### src/rtl/badline_pkg.sv
package badline_pkg;
  localparam int unsigned DEF_LINE_W      = 9;
  localparam int unsigned DEF_CYC_W       = 7;
  localparam int unsigned DEF_SCR_W       = 3;
  localparam int unsigned DEF_FIRST_LINE  = 'h30;
  localparam int unsigned DEF_LAST_LINE   = 'hF7;
  localparam int unsigned DEF_ARM_LINE    = 'h30;
  localparam int unsigned DEF_FETCH_START = 15;
  localparam int unsigned DEF_FETCH_LEN   = 40;
  localparam int unsigned DEF_BA_LEAD     = 3;

  typedef enum int unsigned {
    WIN_STALL = 0,
    WIN_FETCH = 1
  } win_e;
  localparam int unsigned NUM_WIN = 2;
endpackage

### src/rtl/badline_qual.sv
// Sticky display-enable qualifier: cleared at line 0, armed on the arm line.
module badline_qual #(
  parameter int unsigned LINE_W   = 9,
  parameter int unsigned ARM_LINE = 'h30
) (
  input  logic              clk_i,
  input  logic              rst_ni,
  input  logic [LINE_W-1:0] line_i,
  input  logic              den_i,
  output logic              qual_o
);
  localparam logic [LINE_W-1:0] ARM_C  = LINE_W'(ARM_LINE);
  localparam logic [LINE_W-1:0] ZERO_C = '0;

  logic armed_q;
  logic arm_now;

  assign arm_now = (line_i == ARM_C) && den_i;

  always_ff @(posedge clk_i or negedge rst_ni) begin
    if (!rst_ni)                 armed_q <= 1'b0;
    else if (line_i == ZERO_C)   armed_q <= 1'b0;
    else if (arm_now)            armed_q <= 1'b1;
  end

  // current cycle counts too, so arming is visible without a cycle of lag
  assign qual_o = armed_q | arm_now;
endmodule

### src/rtl/badline_cond.sv
module badline_cond #(
  parameter int unsigned LINE_W     = 9,
  parameter int unsigned SCR_W      = 3,
  parameter int unsigned FIRST_LINE = 'h30,
  parameter int unsigned LAST_LINE  = 'hF7
) (
  input  logic [LINE_W-1:0] line_i,
  input  logic [SCR_W-1:0]  yscroll_i,
  input  logic              qual_i,
  output logic              bad_o
);
  localparam logic [LINE_W-1:0] FIRST_C = LINE_W'(FIRST_LINE);
  localparam logic [LINE_W-1:0] LAST_C  = LINE_W'(LAST_LINE);

  logic in_range;
  logic scroll_hit;

  assign in_range   = (line_i >= FIRST_C) && (line_i <= LAST_C);
  assign scroll_hit = (line_i[SCR_W-1:0] == yscroll_i);
  assign bad_o      = in_range && scroll_hit && qual_i;
endmodule

### src/rtl/badline_win.sv
module badline_win #(
  parameter int unsigned POS_W = 7,
  parameter int unsigned LO    = 12,
  parameter int unsigned HI    = 54
) (
  input  logic [POS_W-1:0] pos_i,
  input  logic             en_i,
  output logic             hit_o
);
  localparam logic [POS_W-1:0] LO_C = POS_W'(LO);
  localparam logic [POS_W-1:0] HI_C = POS_W'(HI);

  assign hit_o = en_i && (pos_i >= LO_C) && (pos_i <= HI_C);
endmodule

### src/rtl/badline_stall.sv
module badline_stall
  import badline_pkg::*;
#(
  parameter int unsigned LINE_W      = DEF_LINE_W,
  parameter int unsigned CYC_W       = DEF_CYC_W,
  parameter int unsigned SCR_W       = DEF_SCR_W,
  parameter int unsigned FIRST_LINE  = DEF_FIRST_LINE,
  parameter int unsigned LAST_LINE   = DEF_LAST_LINE,
  parameter int unsigned ARM_LINE    = DEF_ARM_LINE,
  parameter int unsigned FETCH_START = DEF_FETCH_START,
  parameter int unsigned FETCH_LEN   = DEF_FETCH_LEN,
  parameter int unsigned BA_LEAD     = DEF_BA_LEAD
) (
  input  logic              clk_i,
  input  logic              rst_ni,
  input  logic [LINE_W-1:0] line_i,
  input  logic [CYC_W-1:0]  cycle_i,
  input  logic [SCR_W-1:0]  yscroll_i,
  input  logic              den_i,
  input  logic              spr_req_i,
  output logic              bad_line_o,
  output logic              ba_o,
  output logic              fetch_win_o
);
  localparam int unsigned FETCH_END = FETCH_START + FETCH_LEN - 1;
  localparam int unsigned BA_START  = FETCH_START - BA_LEAD;
  localparam int unsigned WIN_LO [NUM_WIN] = '{BA_START, FETCH_START};
  localparam int unsigned WIN_HI [NUM_WIN] = '{FETCH_END, FETCH_END};

  logic               qual;
  logic               bad;
  logic [NUM_WIN-1:0] win_hit;

  badline_qual #(
    .LINE_W  (LINE_W),
    .ARM_LINE(ARM_LINE)
  ) u_qual (
    .clk_i (clk_i),
    .rst_ni(rst_ni),
    .line_i(line_i),
    .den_i (den_i),
    .qual_o(qual)
  );

  badline_cond #(
    .LINE_W    (LINE_W),
    .SCR_W     (SCR_W),
    .FIRST_LINE(FIRST_LINE),
    .LAST_LINE (LAST_LINE)
  ) u_cond (
    .line_i   (line_i),
    .yscroll_i(yscroll_i),
    .qual_i   (qual),
    .bad_o    (bad)
  );

  for (genvar g = 0; g < NUM_WIN; g++) begin : g_win
    badline_win #(
      .POS_W(CYC_W),
      .LO   (WIN_LO[g]),
      .HI   (WIN_HI[g])
    ) u_win (
      .pos_i(cycle_i),
      .en_i (bad),
      .hit_o(win_hit[g])
    );
  end

  assign bad_line_o  = bad;
  assign fetch_win_o = win_hit[WIN_FETCH];
  assign ba_o        = ~(win_hit[WIN_STALL] | spr_req_i);
endmodule

### config.mk
export PLATFORM = sky130hd
export DESIGN_NAME = badline_stall
export DESIGN_NICKNAME = d
export VERILOG_FILES = /design/src/rtl/badline_pkg.sv /design/src/rtl/badline_qual.sv /design/src/rtl/badline_cond.sv /design/src/rtl/badline_win.sv /design/src/rtl/badline_stall.sv
export SDC_FILE = /design/constraint.sdc
export NUM_CORES = 1
export LEC_CHECK = 0
export CORE_AREA = 2 2 39 41
export CTS_CLUSTER_DIAMETER = 30
export DETAILED_ROUTE_END_ITERATION = 8
export DIE_AREA = 0 0 41 43
export HOLD_SLACK_MARGIN = 0.06
export PLACE_DENSITY = 0.66
export SLEW_MARGIN = 5
export SYNTH_ARGS = -nofsm -noshare
export SYNTH_HDL_FRONTEND = slang
export SYNTH_HIERARCHICAL = 1
export SYNTH_SLANG_ARGS = --single-unit
export TNS_END_PERCENT = 20
### constraint.sdc
create_clock -name clk_i -period 2.85 [get_ports clk_i]
set_input_delay 0.4275 -clock clk_i [delete_from_list [all_inputs] [get_ports clk_i]]
set_output_delay 0.4275 -clock clk_i [all_outputs]
set_load 0.01 [all_outputs]
==> impl_metrics.py <==
metrics = {
    "floorplanning": {
        "die_w_microns": 41,
        "dieArea_sq_um": 1760,
        "start_util": 0.162,
        "rows": 14,
        "fp.dieH_microns": 43,
        "io_pins": 26,
        "core-area_sq_um": 1380,
    },
    "global_routing": {
        "gr-usage-all-layers": 0.0899,
        "antenna_found_initial": 0,
        "grt-ovfl-total": 0,
        "grt_pass1_wl_mm": 1.20,
        "grt_max_degree": 5,
        "grt_pass1_vias": 338,
    },
    "drt": {
        "drc": 0,
        "viasPerCell": 4.44,
        "first_iter_violations": 1,
        "wl_per_cell_microns": 9.57,
        "wirelength_microns": 737,
        "antenna_left": 0,
        "vias": 342,
        "firstDrtPassIters": 4,
    },
    "cells_and_area": {
        "area_delta_synth_final_pct": 155,
        "multi_input_area_sq_um": 210,
        "num_antenna_cells": 0,
        "drive_above_1_share": 0.279,
        "largest_register_ffs": 1,
        "top_regs": "u_qual/armed_q (1)",
        "largest_register": "u_qual/armed_q",
        "regArea_sq_um": 25.0,
        "fin_nets": 86,
        "postLayoutCoreUtil": 0.413,
        "fillers": 153,
    },
    "yosys": {
        "synth_area_leaders": "xnor2_1, dfrtp_1, a311oi_2",
        "synthDistinctLibCells": 22,
        "synth_cells": 27,
        "ys_ff_latch": 1,
        "syn_avg_cell_area_sq_um": 8.30,
        "synth.largest_area_cell": "xnor2_1",
        "ys_seq_area_frac": 0.112,
        "yosysTopAreaCellShare": 0.117,
        "syn_area_sq_um": 224,
        "synth_nets": 50,
        "ys_warn_count": 6,
    },
    "power": {
        "power_w": 0.0000783,
        "power_switching_w": 0.0000205,
        "leakagePower_nw": 0.276,
        "pwr-share-seq": 0.185,
        "p_sw_frac": 0.262,
        "internal_power_w": 0.0000578,
        "clockPowerShare": 0,
        "ir_worst_vdd_mv": 0.0536,
        "powerDensity_nw_per_um2": 137,
        "pwr-share-comb": 0.815,
    },
    "placement": {
        "port_buffers": 25,
        "place_hpwl_microns": 655,
        "gp_congestion": 0.637,
        "dp_slack_ns": -0.487,
    },
    "clock_network": {
        "cts.clk_slew.worst_paths_ns": 0,
        "post_cts.repair.setup_buffers": 0,
        "clkLatencyLatePin_ns": 0,
        "ctsHoldBuffers": 0,
    },
    "critical_path": {
        "worstSetupEndpointType": "primary output",
        "critical_path_peak_fanout": 3,
        "crit_path_max_incr_delay_ns": 0.53,
        "worstPathRequired_ns": 2.42,
        "path_class": "in -> out",
        "critPathSlowestCell": "or4_4",
        "startpoint_type": "input pin",
        "cp_num_buf_inv": 2,
        "path_cells": "dlymetal6s2s_1 > or4_4 > nor3_4 > or2_1 > nand3b_1 > a311oi_2 > nand2b_1 > a311oi_1 > nor2_1 > buf_2",
        "critPathArrivalTime_ns": 2.26,
        "critPathTopFamily": "simple AND/OR/NAND/NOR gates",
    },
    "sta": {
        "layout_setup_ws_ns": 0.165,
        "timing.slew.headroom": 0.833,
        "finClkSkew_ns": 0,
        "final.min_clock_period_ns": 2.68,
        "period_share": 0.942,
        "fmax_mhz": 372,
        "hold_viol": 0,
        "setup_viol": 0,
        "slew_viol_final": 0,
        "worstMarginPinSlew_ns": 0.251,
    },
    "status": {
        "status": "finished clean",
    },
    "hold_path": {
        "worstHoldPathType": "reg -> reg",
    },
    "flow_run": {
        "maxCapViolCount": 0,
    },
}
[final cells by class]
class	instances	share of cell area
multi-input combinational	26	0.368
sequential	1	0.0438
tap	16	0.0350
timing repair buffer	34	0.554
[repair_timing]
item	in CTS	in global routing
resized for setup	8	11
setup endpoints to repair	3	3
pin swaps	3	7
[worst reg2reg max path, delay by kind of cell (launching register included)]
family / cells / cell delay [ns]
flip-flops: 1 / 0.37
AND/OR/NAND/NOR: 1 / 0.10
AO/OA/AOI/OAI: 1 / 0.09
[stage by stage]
step / hold WS, ns / area, sq um / TNS [ns] / instances
3_3_place_gp: 0.543 / 562 / -1.02 / 77
5_1_grt: 0.577 / 572 / -0.00635 / 77
2_1_floorplan: 0.132 / 224 / 0 / 27
4_1_cts: 0.557 / 557 / -0.173 / 77
6_report: 0.559 / 572 / 0 / 77
3_5_place_dp: 0.552 / 562 / -1.09 / 77
[placed cells by master (no fill, tap or decap), types with 2 or more instances in the layout]
cell type / count
xnor2_1: 3
dlymetal6s2s_1: 6
buf_2: 2
buf_4: 9
nand3b_1: 2
clkdlybuf4s50_1: 15
o21ai_0: 2
nand3_1: 2
[logic make-up after synthesis]
logic type                synth area share
and+or+nand+nor                      0.408
AOI/OAI and AO/OA                    0.363
xor gates and xnor gates             0.117
DFF                                  0.112
[Yosys cell counts, drive strengths merged]
cell type / n
nand3: 2
or2: 1
o21ai: 2
a211o: 1
nor2: 1
a311oi: 2
dfrtp: 1
and3: 1
nand3b: 2
or3: 1
nand2b: 1
xnor2: 3
a41o: 1
o22ai: 1
a31oi: 1
a211oi: 1
nor3: 1
nand2: 1
nor3b: 1
or4: 1
a31o: 1
[power groups by stage]
| stage | Sequential (W) | Clock [W] | Combinational, W |
|---|---|---|---|
| 4_1_cts | 0.0000145 | 0 | 0.0000658 |
| 2_1_floorplan | 0.0000145 | 0 | 0.0000157 |
| 5_1_grt | 0.0000145 | 0 | 0.0000698 |
| 3_3_place_gp | 0.0000145 | 0 | 0.0000660 |
| 3_5_place_dp | 0.0000145 | 0 | 0.0000666 |
| 6_report | 0.0000145 | 0 | 0.0000638 |
[metal layers]
layer | share of wire | track usage | vias up
met3 | 0.098 | 0 | 0
met2 | 0.47 | 0.178 | 16
li1 | - | - | 182
met4 | 0 | 0 | 0
met5 | 0 | 0 | -
met1 | 0.43 | 0.104 | 144
[final timing paths]
| path | from | to | slack (ns) | cells past startpoint |
|---|---|---|---|---|
| setup / recovery | line_i[8] | ba_o | 0.17 | 10 |
| hold / removal | u_qual/armed_q | u_qual/armed_q | 0.56 | 2 |
| setup reg to reg | u_qual/armed_q | u_qual/armed_q | 2.15 | 2 |
| hold reg to reg | u_qual/armed_q | u_qual/armed_q | 0.56 | 2 |
| max in group asynchronous | rst_ni | u_qual/armed_q | 2.17 | 1 |
| min in group asynchronous | rst_ni | u_qual/armed_q | 0.58 | 1 |
No activity file was read; power rests on OpenSTA's default activity.
